$ cat config.mk
export PLATFORM = sky130hd
export DESIGN_NAME = i2sclk_gen
export DESIGN_NICKNAME = d
export VERILOG_FILES = /design/src/rtl/i2sclk_pkg.sv /design/src/rtl/i2sclk_cfg_reg.sv /design/src/rtl/i2sclk_bit_div.sv /design/src/rtl/i2sclk_frame_div.sv /design/src/rtl/i2sclk_gen.sv
export SDC_FILE = /design/constraint.sdc
export NUM_CORES = 1
export LEC_CHECK = 0
export ABC_AREA = 1
export BUFFER_PORTS_ARGS = -buffer_cell sky130_fd_sc_hd__buf_4
export CAP_MARGIN = 15
export CELL_PAD_IN_SITES_DETAIL_PLACEMENT = 0
export CELL_PAD_IN_SITES_GLOBAL_PLACEMENT = 2
export CORE_MARGIN = 3
export CORE_UTILIZATION = 31
export CTS_CLUSTER_DIAMETER = 150
export DETAILED_ROUTE_END_ITERATION = 7
export GPL_ROUTABILITY_DRIVEN = 0
export PLACE_DENSITY_LB_ADDON = 0.1
export SYNTH_ARGS = -nofsm -noshare
export SYNTH_HDL_FRONTEND = slang
export SYNTH_SLANG_ARGS = --single-unit
$ cat constraint.sdc
create_clock -name clk -period 1.6 [get_ports clk]
set_input_delay 0 -clock clk [delete_from_list [all_inputs] [get_ports clk]]
set_output_delay 0 -clock clk [all_outputs]
set_load 0.05 [all_outputs]
$ cat src/rtl/i2sclk_pkg.sv
package i2sclk_pkg;

    localparam int FSEL_W = 2;

    typedef struct packed {
        logic              en;
        logic              bsel;
        logic [FSEL_W-1:0] fsel;
    } clk_cfg_t;

    typedef struct packed {
        clk_cfg_t          pend;
        logic              bsel;
        logic [FSEL_W-1:0] fsel;
    } cfg_state_t;

endpackage

$ cat src/rtl/i2sclk_cfg_reg.sv
module i2sclk_cfg_reg
    import i2sclk_pkg::*;
#(
    parameter int EN_POS   = 0,
    parameter int BSEL_POS = 1,
    parameter int FSEL_POS = 2,
    parameter int DW       = FSEL_POS + FSEL_W
) (
    input  logic              clk,
    input  logic              rst_n,
    input  logic              wr_en,
    input  logic [DW-1:0]     wr_data,
    input  logic              load_act,
    output logic              run,
    output logic              act_bsel,
    output logic [FSEL_W-1:0] act_fsel
);

    cfg_state_t st_d, st_q;
    clk_cfg_t   dec;
    clk_cfg_t   src;

    always_comb begin
        st_d     = st_q;
        dec.en   = wr_data[EN_POS];
        dec.bsel = wr_data[BSEL_POS];
        dec.fsel = wr_data[FSEL_POS +: FSEL_W];
        src      = wr_en ? dec : st_q.pend;
        if (wr_en) begin
            st_d.pend = dec;
        end
        if (load_act) begin
            st_d.bsel = src.bsel;
            st_d.fsel = src.fsel;
        end
    end

    always_ff @(posedge clk) begin
        if (!rst_n) begin
            st_q <= '0;
        end else begin
            st_q <= st_d;
        end
    end

    assign run      = st_q.pend.en;
    assign act_bsel = st_q.bsel;
    assign act_fsel = st_q.fsel;

endmodule

$ cat src/rtl/i2sclk_bit_div.sv
module i2sclk_bit_div #(
    parameter int PRE_W = 2
) (
    input  logic clk,
    input  logic rst_n,
    input  logic run,
    input  logic bsel,
    output logic bclk,
    output logic fall_tick
);

    typedef struct packed {
        logic [PRE_W-1:0] cnt;
        logic             lvl;
    } bdiv_t;

    bdiv_t            bd_d, bd_q;
    logic [PRE_W-1:0] half_m1;
    logic             wrap;

    always_comb begin
        half_m1 = PRE_W'((32'd1 << bsel) - 32'd1);
        wrap    = (bd_q.cnt == half_m1);
        bd_d    = bd_q;
        if (!run) begin
            bd_d = '0;
        end else if (wrap) begin
            bd_d.cnt = '0;
            bd_d.lvl = ~bd_q.lvl;
        end else begin
            bd_d.cnt = bd_q.cnt + PRE_W'(1);
        end
    end

    always_ff @(posedge clk) begin
        if (!rst_n) begin
            bd_q <= '0;
        end else begin
            bd_q <= bd_d;
        end
    end

    assign bclk      = bd_q.lvl;
    assign fall_tick = run && wrap && bd_q.lvl;

endmodule

$ cat src/rtl/i2sclk_frame_div.sv
module i2sclk_frame_div #(
    parameter int FSEL_W    = 2,
    parameter int HALF_BASE = 16,
    parameter int MAX_SHIFT = 2,
    parameter int CNT_W     = $clog2(HALF_BASE << MAX_SHIFT)
) (
    input  logic              clk,
    input  logic              rst_n,
    input  logic              run,
    input  logic              fall_tick,
    input  logic [FSEL_W-1:0] fsel,
    output logic              lrclk,
    output logic              boundary
);

    typedef struct packed {
        logic [CNT_W-1:0] cnt;
        logic             lvl;
    } fdiv_t;

    fdiv_t            fd_d, fd_q;
    logic [CNT_W-1:0] half_m1;
    logic             wrap;
    int               shift;

    always_comb begin
        shift   = (int'(fsel) > MAX_SHIFT) ? MAX_SHIFT : int'(fsel);
        half_m1 = CNT_W'((HALF_BASE << shift) - 1);
        wrap    = (fd_q.cnt == half_m1);
        fd_d    = fd_q;
        if (!run) begin
            fd_d = '0;
        end else if (fall_tick) begin
            if (wrap) begin
                fd_d.cnt = '0;
                fd_d.lvl = ~fd_q.lvl;
            end else begin
                fd_d.cnt = fd_q.cnt + CNT_W'(1);
            end
        end
    end

    always_ff @(posedge clk) begin
        if (!rst_n) begin
            fd_q <= '0;
        end else begin
            fd_q <= fd_d;
        end
    end

    assign lrclk    = fd_q.lvl;
    assign boundary = fall_tick && wrap && fd_q.lvl;

endmodule

$ cat src/rtl/i2sclk_gen.sv
module i2sclk_gen
    import i2sclk_pkg::*;
#(
    parameter int EN_POS    = 0,
    parameter int BSEL_POS  = 1,
    parameter int FSEL_POS  = 2,
    parameter int HALF_BASE = 16,
    parameter int MAX_SHIFT = 2,
    parameter int PRE_W     = 2,
    parameter int DW        = FSEL_POS + FSEL_W
) (
    input  logic          clk,
    input  logic          rst_n,
    input  logic          cfg_wr,
    input  logic [DW-1:0] cfg_wdata,
    output logic          bclk,
    output logic          lrclk
);

    logic              run;
    logic              act_bsel;
    logic [FSEL_W-1:0] act_fsel;
    logic              fall_tick;
    logic              boundary;
    logic              load_act;

    assign load_act = !run || boundary;

    i2sclk_cfg_reg #(
        .EN_POS  (EN_POS),
        .BSEL_POS(BSEL_POS),
        .FSEL_POS(FSEL_POS),
        .DW      (DW)
    ) u_cfg (
        .clk     (clk),
        .rst_n   (rst_n),
        .wr_en   (cfg_wr),
        .wr_data (cfg_wdata),
        .load_act(load_act),
        .run     (run),
        .act_bsel(act_bsel),
        .act_fsel(act_fsel)
    );

    i2sclk_bit_div #(
        .PRE_W(PRE_W)
    ) u_bdiv (
        .clk      (clk),
        .rst_n    (rst_n),
        .run      (run),
        .bsel     (act_bsel),
        .bclk     (bclk),
        .fall_tick(fall_tick)
    );

    i2sclk_frame_div #(
        .FSEL_W   (FSEL_W),
        .HALF_BASE(HALF_BASE),
        .MAX_SHIFT(MAX_SHIFT)
    ) u_fdiv (
        .clk      (clk),
        .rst_n    (rst_n),
        .run      (run),
        .fall_tick(fall_tick),
        .fsel     (act_fsel),
        .lrclk    (lrclk),
        .boundary (boundary)
    );

endmodule

==> results.yml, run 1 <==
drt:
  vias: 713
  drc: 0
  drt_iter0_drc: 35
  routedWlPerCell_um: 10.1
  final_antenna_net_count: 0
  dr.pass1.iters: 4
  routed_via_density: 4.43
  routed_wl_um: 1630
global_routing:
  grt_antenna_before_repair: 0
  grt_start_max_net_pins: 11
  grt-ovfl-total: 0
  grt_pass1_vias: 695
  grt_first_pass_wirelength_um: 2920
  grt_use_total_pct: 11.5
pwr:
  power.leakage_nw: 0.422
  p_int_w: 0.000575
  power.switching_w: 0.000211
  seq_power_share_pct: 57.2
  power_density_nw_per_um2: 788
  ir_drop_uv: 373
  power.share.combinational_pct: 12.3
  power_frac_clock_pct: 30.5
  swShare_pct: 26.8
  total_power_w: 0.000786
setup_path:
  critPathArrivalTime_ps: 1600
  reg2regPathDepth: 8
  crit_chain: "ha_1 > inv_1 > nor2_4 > nand2_2 > nor2_4 > nand3_4 > a21oi_1 > nor2_1"
  cp.buffers_inverters: 1
  path_delay_family: "simple AND/OR/NAND/NOR gates"
  regToRegStartpoint: "u_fdiv.fd_q[1]"
  timing.rr.end: "u_cfg.act_fsel[0]"
  path_common_cell: "nor2_4"
  crit_required_ps: 1800
  critPathKind: "reg -> reg"
  setup.worst_path.start_class: "flip-flop"
  slowest_stage: "dfxtp_1"
  worst-path-max-fanout: 7
  worstSetupEndpointType: "flip-flop"
  cpPeakStageDelay_ps: 370
  r2r_setup_slack_ps: 200
sta:
  fin_crit_ps: 1400
  drv_slew: 0
  clock_skew_ps: 3.97
  slew_headroom_pct: 77.0
  period_share_pct: 87.7
  finalSetupViolCount: 0
  hold_violations: 0
  finalSetupTns_ps: 0
  max_freq_mhz: 713
  grt_setup_unrepaired: "no"
  hold_slack_ps: 25.5
  worst_pin_slew_ps: 342
  setup_ws_ps: 197
synthesis:
  synth.top_cell.area_share_pct: 40.4
  syn_area_sq_um: 842
  synth_nets: 124
  synth_edf_count: 0
  syn_inst: 116
  avgSynthCellArea_sq_um: 7.26
  yosysSeqAreaShare_pct: 40.4
  ys.flop_type: "dfxtp_1"
  synthArstFlopShare_pct: 0
  synth.area.top_cells: "dfxtp_1 40%, nand2_1 11%, inv_1 8.9%"
  synth_cell_type_count: 21
  ys_warn_count: 0
  synth_top_area_cell: "dfxtp_1"
  ys_ff_latch: 17
clock_network:
  htree_num_levels: 1
  cts_root_buf: "clkbuf_4"
  clk_latency_ps: 290
  ctsLongestPathBuffers: 2
  cts-hold-fix-buffers: 3
  cts_setup_buffers: 0
  tritoncts: "yes"
  cts-resized-gates: 0
  cts_buffers: 3
  clock-sinks: 17
  clkSlewWorstSetupHoldPaths_ps: 110
die:
  core_sq_um: 2520
  io_pins: 9
  rows: 18
  start_util_pct: 33.4
  die_y_um: 58.1
  die-width_um: 58.1
  die_area_sq_um: 3380
placed_design:
  detailed_place_hpwl_um: 1250
  portBuffers: 8
  dpl_worst_slack_ps: 210
final_layout:
  diodes: 0
  drive_gt1_share_pct: 19.1
  mostFrequentLayoutCell: "nand2_1"
  layout_common_cells: "24 x nand2_1, 20 x inv_1, 17 x dfxtp_1"
  finalNetCount: 140
  area.growth.synth_to_final_pct: 18.4
hold_path:
  min_to: "u_cfg.st_q[5]"
  hold_depth: 3
  hp-start: "cfg_wr"
  hold_path_class: "in -> reg"
status:
  status: "finished, final reports clean"
run:
  max_cap_violations: 0
==> routing by layer <==
layer / track usage [%] / share of wire (%) / vias up
met5: 0 / 0 / -
met2: 19.4 / 47 / 7
met1: 13.4 / 49 / 316
met3: 2.00 / 2.6 / 2
li1: - / - / 388
met4: 6.95 / 1.2 / 0
==> worst min-delay path: stages <==
cell     delay [ps]
buf_4           100
o21ai_0         110
nor2_1           80
==> through the flow <==
stage | instances | cell area [sq um] | utilization, %
4_1_cts | 161 | 997 | 39.5
6_report | 161 | 997 | 39.5
2_1_floorplan | 116 | 842 | -
5_1_grt | 161 | 997 | 39.5
3_5_place_dp | 154 | 940 | 37.3
3_3_place_gp | 154 | 940 | 37.3
==> Yosys cell counts, types with 2 or more instances <==
master and number:
nor2_1 15, o21ai_1 2, nand3_1 5, nor2_4 2
a21oi_1 10, o21ai_0 5, or2_2 3, nand2_1 24
xor2_1 2, inv_1 20, nand2_2 2, dfxtp_1 17
==> cells by family (layout without fill, tap and decap cells) <==
logic type / count (synthesis) / after routing / share of synthesized area (%)
buf+inv: 22 / 37 / 10.3
simple gates: 56 / 56 / 33.7
compound gates: 18 / 18 / 12.0
fa+ha+maj: 1 / 1 / 1.49
flops: 17 / 17 / 40.4
xor+xnor: 2 / 2 / 2.08
==> how the worst max path moves through the flow <==
stage | from | endpoint | cells after the start
6_report | u_fdiv.fd_q[1] | u_cfg.act_fsel[0] | 8
5_1_grt | u_fdiv.fd_q[1] | u_cfg.act_fsel[0] | 8
4_1_cts | u_fdiv.fd_q[1] | u_cfg.act_fsel[0] | 8
3_5_place_dp | u_fdiv.fd_q[1] | u_cfg.act_fsel[0] | 8
3_3_place_gp | u_fdiv.fd_q[1] | u_cfg.act_fsel[1] | 8
2_1_floorplan | u_bdiv.bclk | u_cfg.act_bsel | 5
==> flip-flops by register name, summed over array words and instances (netlist names) <==
register	flops
u_bdiv.bclk	1
u_bdiv.bd_q	2
u_cfg.st_q	3
u_fdiv.lrclk	1
u_cfg.run	1
u_fdiv.fd_q	6
u_cfg.act_fsel	2
u_cfg.act_bsel	1
==> area by class of cell <==
| class | count | area, sq um |
|---|---|---|
| well taps | 30 | 37.5 |
| clock buffers | 3 | 22.5 |
| fillers | 293 | 1530 |
| clock inverters | 1 | 5.00 |
| multi-input cells | 77 | 415 |
| repair buffers | 12 | 97.6 |
| inverters | 21 | 78.8 |
| flip-flops and latches | 17 | 340 |
==> power by group through the flow <==
stage	clock, W	sequential, W	combinational (W)
final	0.000240	0.000450	0.0000963
after global routing	0.000272	0.000453	0.000108
after CTS	0.000257	0.000450	0.0000979
after detailed placement	0	0.000459	0.0000917
after global placement	0	0.000459	0.0000903
after floorplan	0	0.000461	0.0000599
Power figures use the tool's default switching activity.
==> run 2: changes to the inputs <==
Settings changed: SETUP_SLACK_MARGIN set to 0.4.
==> run 2 against run 1 <==
Compared with the run above:
- die area stayed put
- via count up 2.7%
- fmax is 9.0% higher
- sequential power about the same
- combinational power up 12%
- critical path type unchanged
==> results.yml, run 2 (synthesis results as in run 1) <==
final_layout:
  largest_register: "u_fdiv.fd_q"
  layout_common_cells: "20 x nand2_1, 18 x inv_1, 15 x nor2_1, 15 x buf_4, 12 x dfxtp_1"
  area.growth.synth_to_final_pct: 31.2
  drive_gt1_share_pct: 33.3
  largest_registers: "u_fdiv.fd_q x6, u_cfg.st_q x3"
  diodes: 0
  final_cells: 168
  mostFrequentLayoutCell: "nand2_1"
  finalNetCount: 147
  regArea_sq_um: 352
  fillers: 283
  multiInputGateArea_sq_um: 457
  largest_register_ffs: 6
setup_path:
  crit_required_ps: 1800
  critPathKind: "reg -> reg"
  setup.worst_path.start_class: "flip-flop"
  worstSetupEndpointType: "flip-flop"
  critPathArrivalTime_ps: 1490
  worst-path-max-fanout: 7
global_routing:
  grt-busiest-layer: "met2"
  grt_use_total_pct: 12.2
  grt_first_pass_wirelength_um: 3060
  use_met1_pct: 12.3
  grt_pass1_vias: 759
  grt-ovfl-total: 0
  grt_antenna_before_repair: 0
  met3_usage_pct: 2.90
  grt_start_max_net_pins: 10
  grt_use_met2_pct: 21.3
sta:
  worst_pin_slew_ps: 364
  finalSetupTns_ps: 0
  drv_slew: 0
  finalSetupViolCount: 0
  clock_skew_ps: 1.20
  fin_crit_ps: 1290
  grt_setup_unrepaired: "yes"
  hold_slack_ps: 69.8
  hold_violations: 0
  slew_headroom_pct: 75.5
  max_freq_mhz: 776
  period_share_pct: 80.5
drt:
  vias: 732
  routedWlPerCell_um: 9.96
  routed_via_density: 4.36
  final_antenna_net_count: 0
  routed_wl_um: 1670
  drc: 0
  dr.pass1.iters: 3
  drt_iter0_drc: 15
hold_path:
  hold_path_class: "in -> reg"
placed_design:
  detailed_place_hpwl_um: 1170
  dp_cells: 154
  portBuffers: 8
pwr:
  power.leakage_nw: 0.461
  ir_drop_uv: 450
  power_density_nw_per_um2: 718
die:
  die_y_um: 58.1
  die-width_um: 58.1
  start_util_pct: 33.4
  core_sq_um: 2520
  io_pins: 9
  rows: 18
  die_area_sq_um: 3380
run:
  max_cap_violations: 0
clock_network:
  htree_num_levels: 1
  cts_root_buf: "clkbuf_4"
  cts_buffers: 3
  clkSlewWorstSetupHoldPaths_ps: 100
  ctsLongestPathBuffers: 2
  clock-sinks: 17
  tritoncts: "yes"
  clk_latency_ps: 290
status:
  status: "finished, final reports clean"
-- run 2: cell types whose count changed in the layout (fill, tap and decap cells not counted), moves of 3 or more --
cell and change:
a21oi_1 -3, a21oi_2 +3, nand2_1 -4, dfxtp_1 -5, nand2_2 +4, dfxtp_2 +3
buf_4 +6
-- run 2: path summary, 6_finish.rpt --
| path | from | endpoint | slack [ps] | cells after the start |
|---|---|---|---|---|
| worst min register to register | u_bdiv.bclk | u_bdiv.bclk | 460 | 1 |
| worst min-delay path | cfg_wdata[3] | u_cfg.st_q[4] | 70 | 4 |
| worst max-delay path | u_fdiv.fd_q[1] | u_cfg.act_bsel | 310 | 8 |
| worst max register to register | u_fdiv.fd_q[1] | u_cfg.act_bsel | 310 | 8 |
-- run 2: power by group --
part / internal [W] / switching, W
sequential: 0.000437 / 0.0000109
clock: 0.0000971 / 0.000141
combinational: 0.0000514 / 0.0000562
-- run 2: layout make-up --
class	count	share of cell area (%)
clock buffers	4	2.38
inverters	21	7.13
multi-input cells	77	41.3
flip-flops and latches	17	31.8
well taps	30	3.40
repair buffers	19	13.9
-- run 2: worst max-delay path, stage by stage (launching register included) --
cell and delay [ps]:
dfxtp_4 380, ha_4 130, inv_2 40, nor2_4 90
nand2_2 70, nor2_4 140, nand3_4 140, a21oi_2 160
nor2_1 40
-- run 2: per-stage QoR --
step / total power, W / util (%) / setup slack [ps] / cell area [sq um]
after floorplan: 0.000525 / - / 407 / 875
final: 0.000793 / 43.8 / 312 / 1100
after CTS: 0.000813 / 43.4 / 282 / 1090
after global routing: 0.000851 / 43.8 / 211 / 1100
after global placement: 0.000552 / 38.5 / 291 / 972
after detailed placement: 0.000552 / 38.5 / 298 / 972
-- run 2: per-layer routing --
metal / wire length, um / share of wire, %
met3: 43 / 2.6
met4: 44 / 2.6
met2: 827 / 49
met1: 758 / 45
met5: 0 / 0
-- run 2: repair_timing --
| item | CTS | global route |
|---|---|---|
| buffers inserted | 6 | 1 |
| hold buffers | 3 | 0 |
| hold endpoints to repair | 5 | 0 |
| setup endpoints to repair | 8 | 11 |
| resized for setup | 8 | 3 |
| pin swaps | 3 | 1 |
==> run 3: changes to the inputs <==
Settings changed: CORE_UTILIZATION 31 to 28.
Clock period 1.6 ns to 1.1 ns, I/O delays scaled along.
==> run 3 against run 2 <==
Compared with the run above:
- the flow now finishes with violations (negative setup slack)
- setup slack got worse by 510 ps
- via count grew 11%
- fmax shrank 0.41%
- highest routed layer unchanged
==> results.yml, run 3 (synthesis results as in run 1) <==
status:
  status: "finished with violations"
  violations: "negative setup slack"
drt:
  routedWlPerCell_um: 10.2
  final_antenna_net_count: 0
  dr.pass1.iters: 3
  drt_iter0_drc: 14
  vias: 816
  drc: 0
  routed_wl_um: 1920
  routed_via_density: 4.32
sta:
  period_share_pct: 118
  drv_slew: 0
  finalSetupTns_ps: -1430
  slew_headroom_pct: 86.9
  finalSetupViolCount: 10
  worst_pin_slew_ps: 196
  clock_skew_ps: 0.976
  max_freq_mhz: 773
  setup_ws_ps: -193
  grt_setup_unrepaired: "yes"
  hold_slack_ps: 4.73
  fin_crit_ps: 1290
  hold_violations: 0
placed_design:
  portBuffers: 8
  detailed_place_hpwl_um: 1330
pwr:
  power_frac_clock_pct: 27.8
  ir_drop_uv: 522
  power_density_nw_per_um2: 888
  power.share.combinational_pct: 18.3
  power.switching_w: 0.000323
  swShare_pct: 26.6
  p_int_w: 0.000891
  seq_power_share_pct: 53.9
  power.leakage_nw: 0.580
setup_path:
  critPathKind: "reg -> reg"
  critPathArrivalTime_ps: 1490
  setup.worst_path.start_class: "flip-flop"
  worst-path-max-fanout: 7
  worstSetupEndpointType: "flip-flop"
  crit_required_ps: 1290
die:
  die_y_um: 60.8
  die-width_um: 60.8
  io_pins: 9
  start_util_pct: 30.0
  rows: 19
  core_sq_um: 2810
  die_area_sq_um: 3700
final_layout:
  area.growth.synth_to_final_pct: 62.3
  largest_registers: "u_fdiv.fd_q x6, u_cfg.st_q x3"
  drive_gt1_share_pct: 54.4
  finalNetCount: 167
  layout_common_cells: "27 x buf_4, 16 x nand2_1, 15 x nor2_1"
  diodes: 0
  largest_register_ffs: 6
  mostFrequentLayoutCell: "buf_4"
  largest_register: "u_fdiv.fd_q"
hold_path:
  hold_path_class: "in -> reg"
global_routing:
  grt_use_total_pct: 11.6
  grt_first_pass_wirelength_um: 3190
  grt_antenna_before_repair: 0
  grt_pass1_vias: 749
  grt_start_max_net_pins: 10
  grt-ovfl-total: 0
clock_network:
  cts_buffers: 3
  ctsLongestPathBuffers: 2
  tritoncts: "yes"
  cts_root_buf: "clkbuf_4"
  clk_latency_ps: 280
  clock-sinks: 17
  htree_num_levels: 1
  clkSlewWorstSetupHoldPaths_ps: 100
run:
  max_cap_violations: 0
[run 3: layout make-up]
| cell class | count | area [sq um] |
|---|---|---|
| repair buffers | 38 | 333 |
| well taps | 31 | 38.8 |
| flip-flops and latches | 17 | 357 |
| clock buffers | 4 | 26.3 |
| multi-input cells | 78 | 528 |
| inverters | 21 | 83.8 |
| fillers | 291 | 1440 |
[run 3: worst max-delay path: stages, from the launching register on]
cell	delay [ps]
dfxtp_2	360
ha_4	140
inv_2	40
nor2_4	90
nand2_2	70
nor2_4	150
nand3_4	150
a21oi_2	150
nor2_1	50
[run 3: path summary, 6_finish.rpt]
path | from | endpoint | slack, ps | cells after the start
setup reg to reg | u_fdiv.fd_q[2] | u_cfg.act_fsel[0] | -190 | 8
setup / recovery | u_fdiv.fd_q[2] | u_cfg.act_fsel[0] | -190 | 8
hold / removal | cfg_wr | u_cfg.st_q[4] | 5 | 3
hold reg to reg | u_bdiv.bclk | u_bdiv.bclk | 470 | 1
[run 3: layer usage]
metal | share of wire [%] | GRT usage (%) | vias to the layer above | wire [um]
li1 | - | - | 450 | -
met2 | 48 | 17.6 | 6 | 930
met1 | 48 | 15.9 | 358 | 919
met4 | 1.0 | 5.57 | 0 | 20
met5 | 0 | 0 | - | 0
met3 | 2.6 | 1.91 | 2 | 49
[run 3: stage by stage]
| stage | power [W] | instance area, sq um | utilization [%] | std cells | worst slack [ps] |
|---|---|---|---|---|---|
| after floorplan | 0.000782 | 917 | - | 116 | -93.1 |
| after global placement | 0.000843 | 1120 | 39.8 | 169 | -203 |
| after detailed placement | 0.000844 | 1120 | 39.8 | 169 | -205 |
| after CTS | 0.00122 | 1250 | 44.5 | 181 | -206 |
| after global routing | 0.00129 | 1370 | 48.7 | 189 | -291 |
| final | 0.00121 | 1370 | 48.7 | 189 | -193 |
[run 3: power groups by stage]
stage	clock, W	sequential, W	combinational [W]
CTS	0.000370	0.000654	0.000198
finish	0.000337	0.000654	0.000222
global route	0.000391	0.000658	0.000244
detailed placement	0	0.000670	0.000174
global placement	0	0.000669	0.000174
floorplan	0	0.000672	0.000109
[run 3: what timing repair did]
action                                  CTS  global route
hold buffers                              4             0
pin swaps                                 4            11
gates cloned                              1             0
endpoints found under the setup margin   17            19
gates resized for setup                  10            21
setup buffers                             3             8
hold endpoints to repair                  4             0
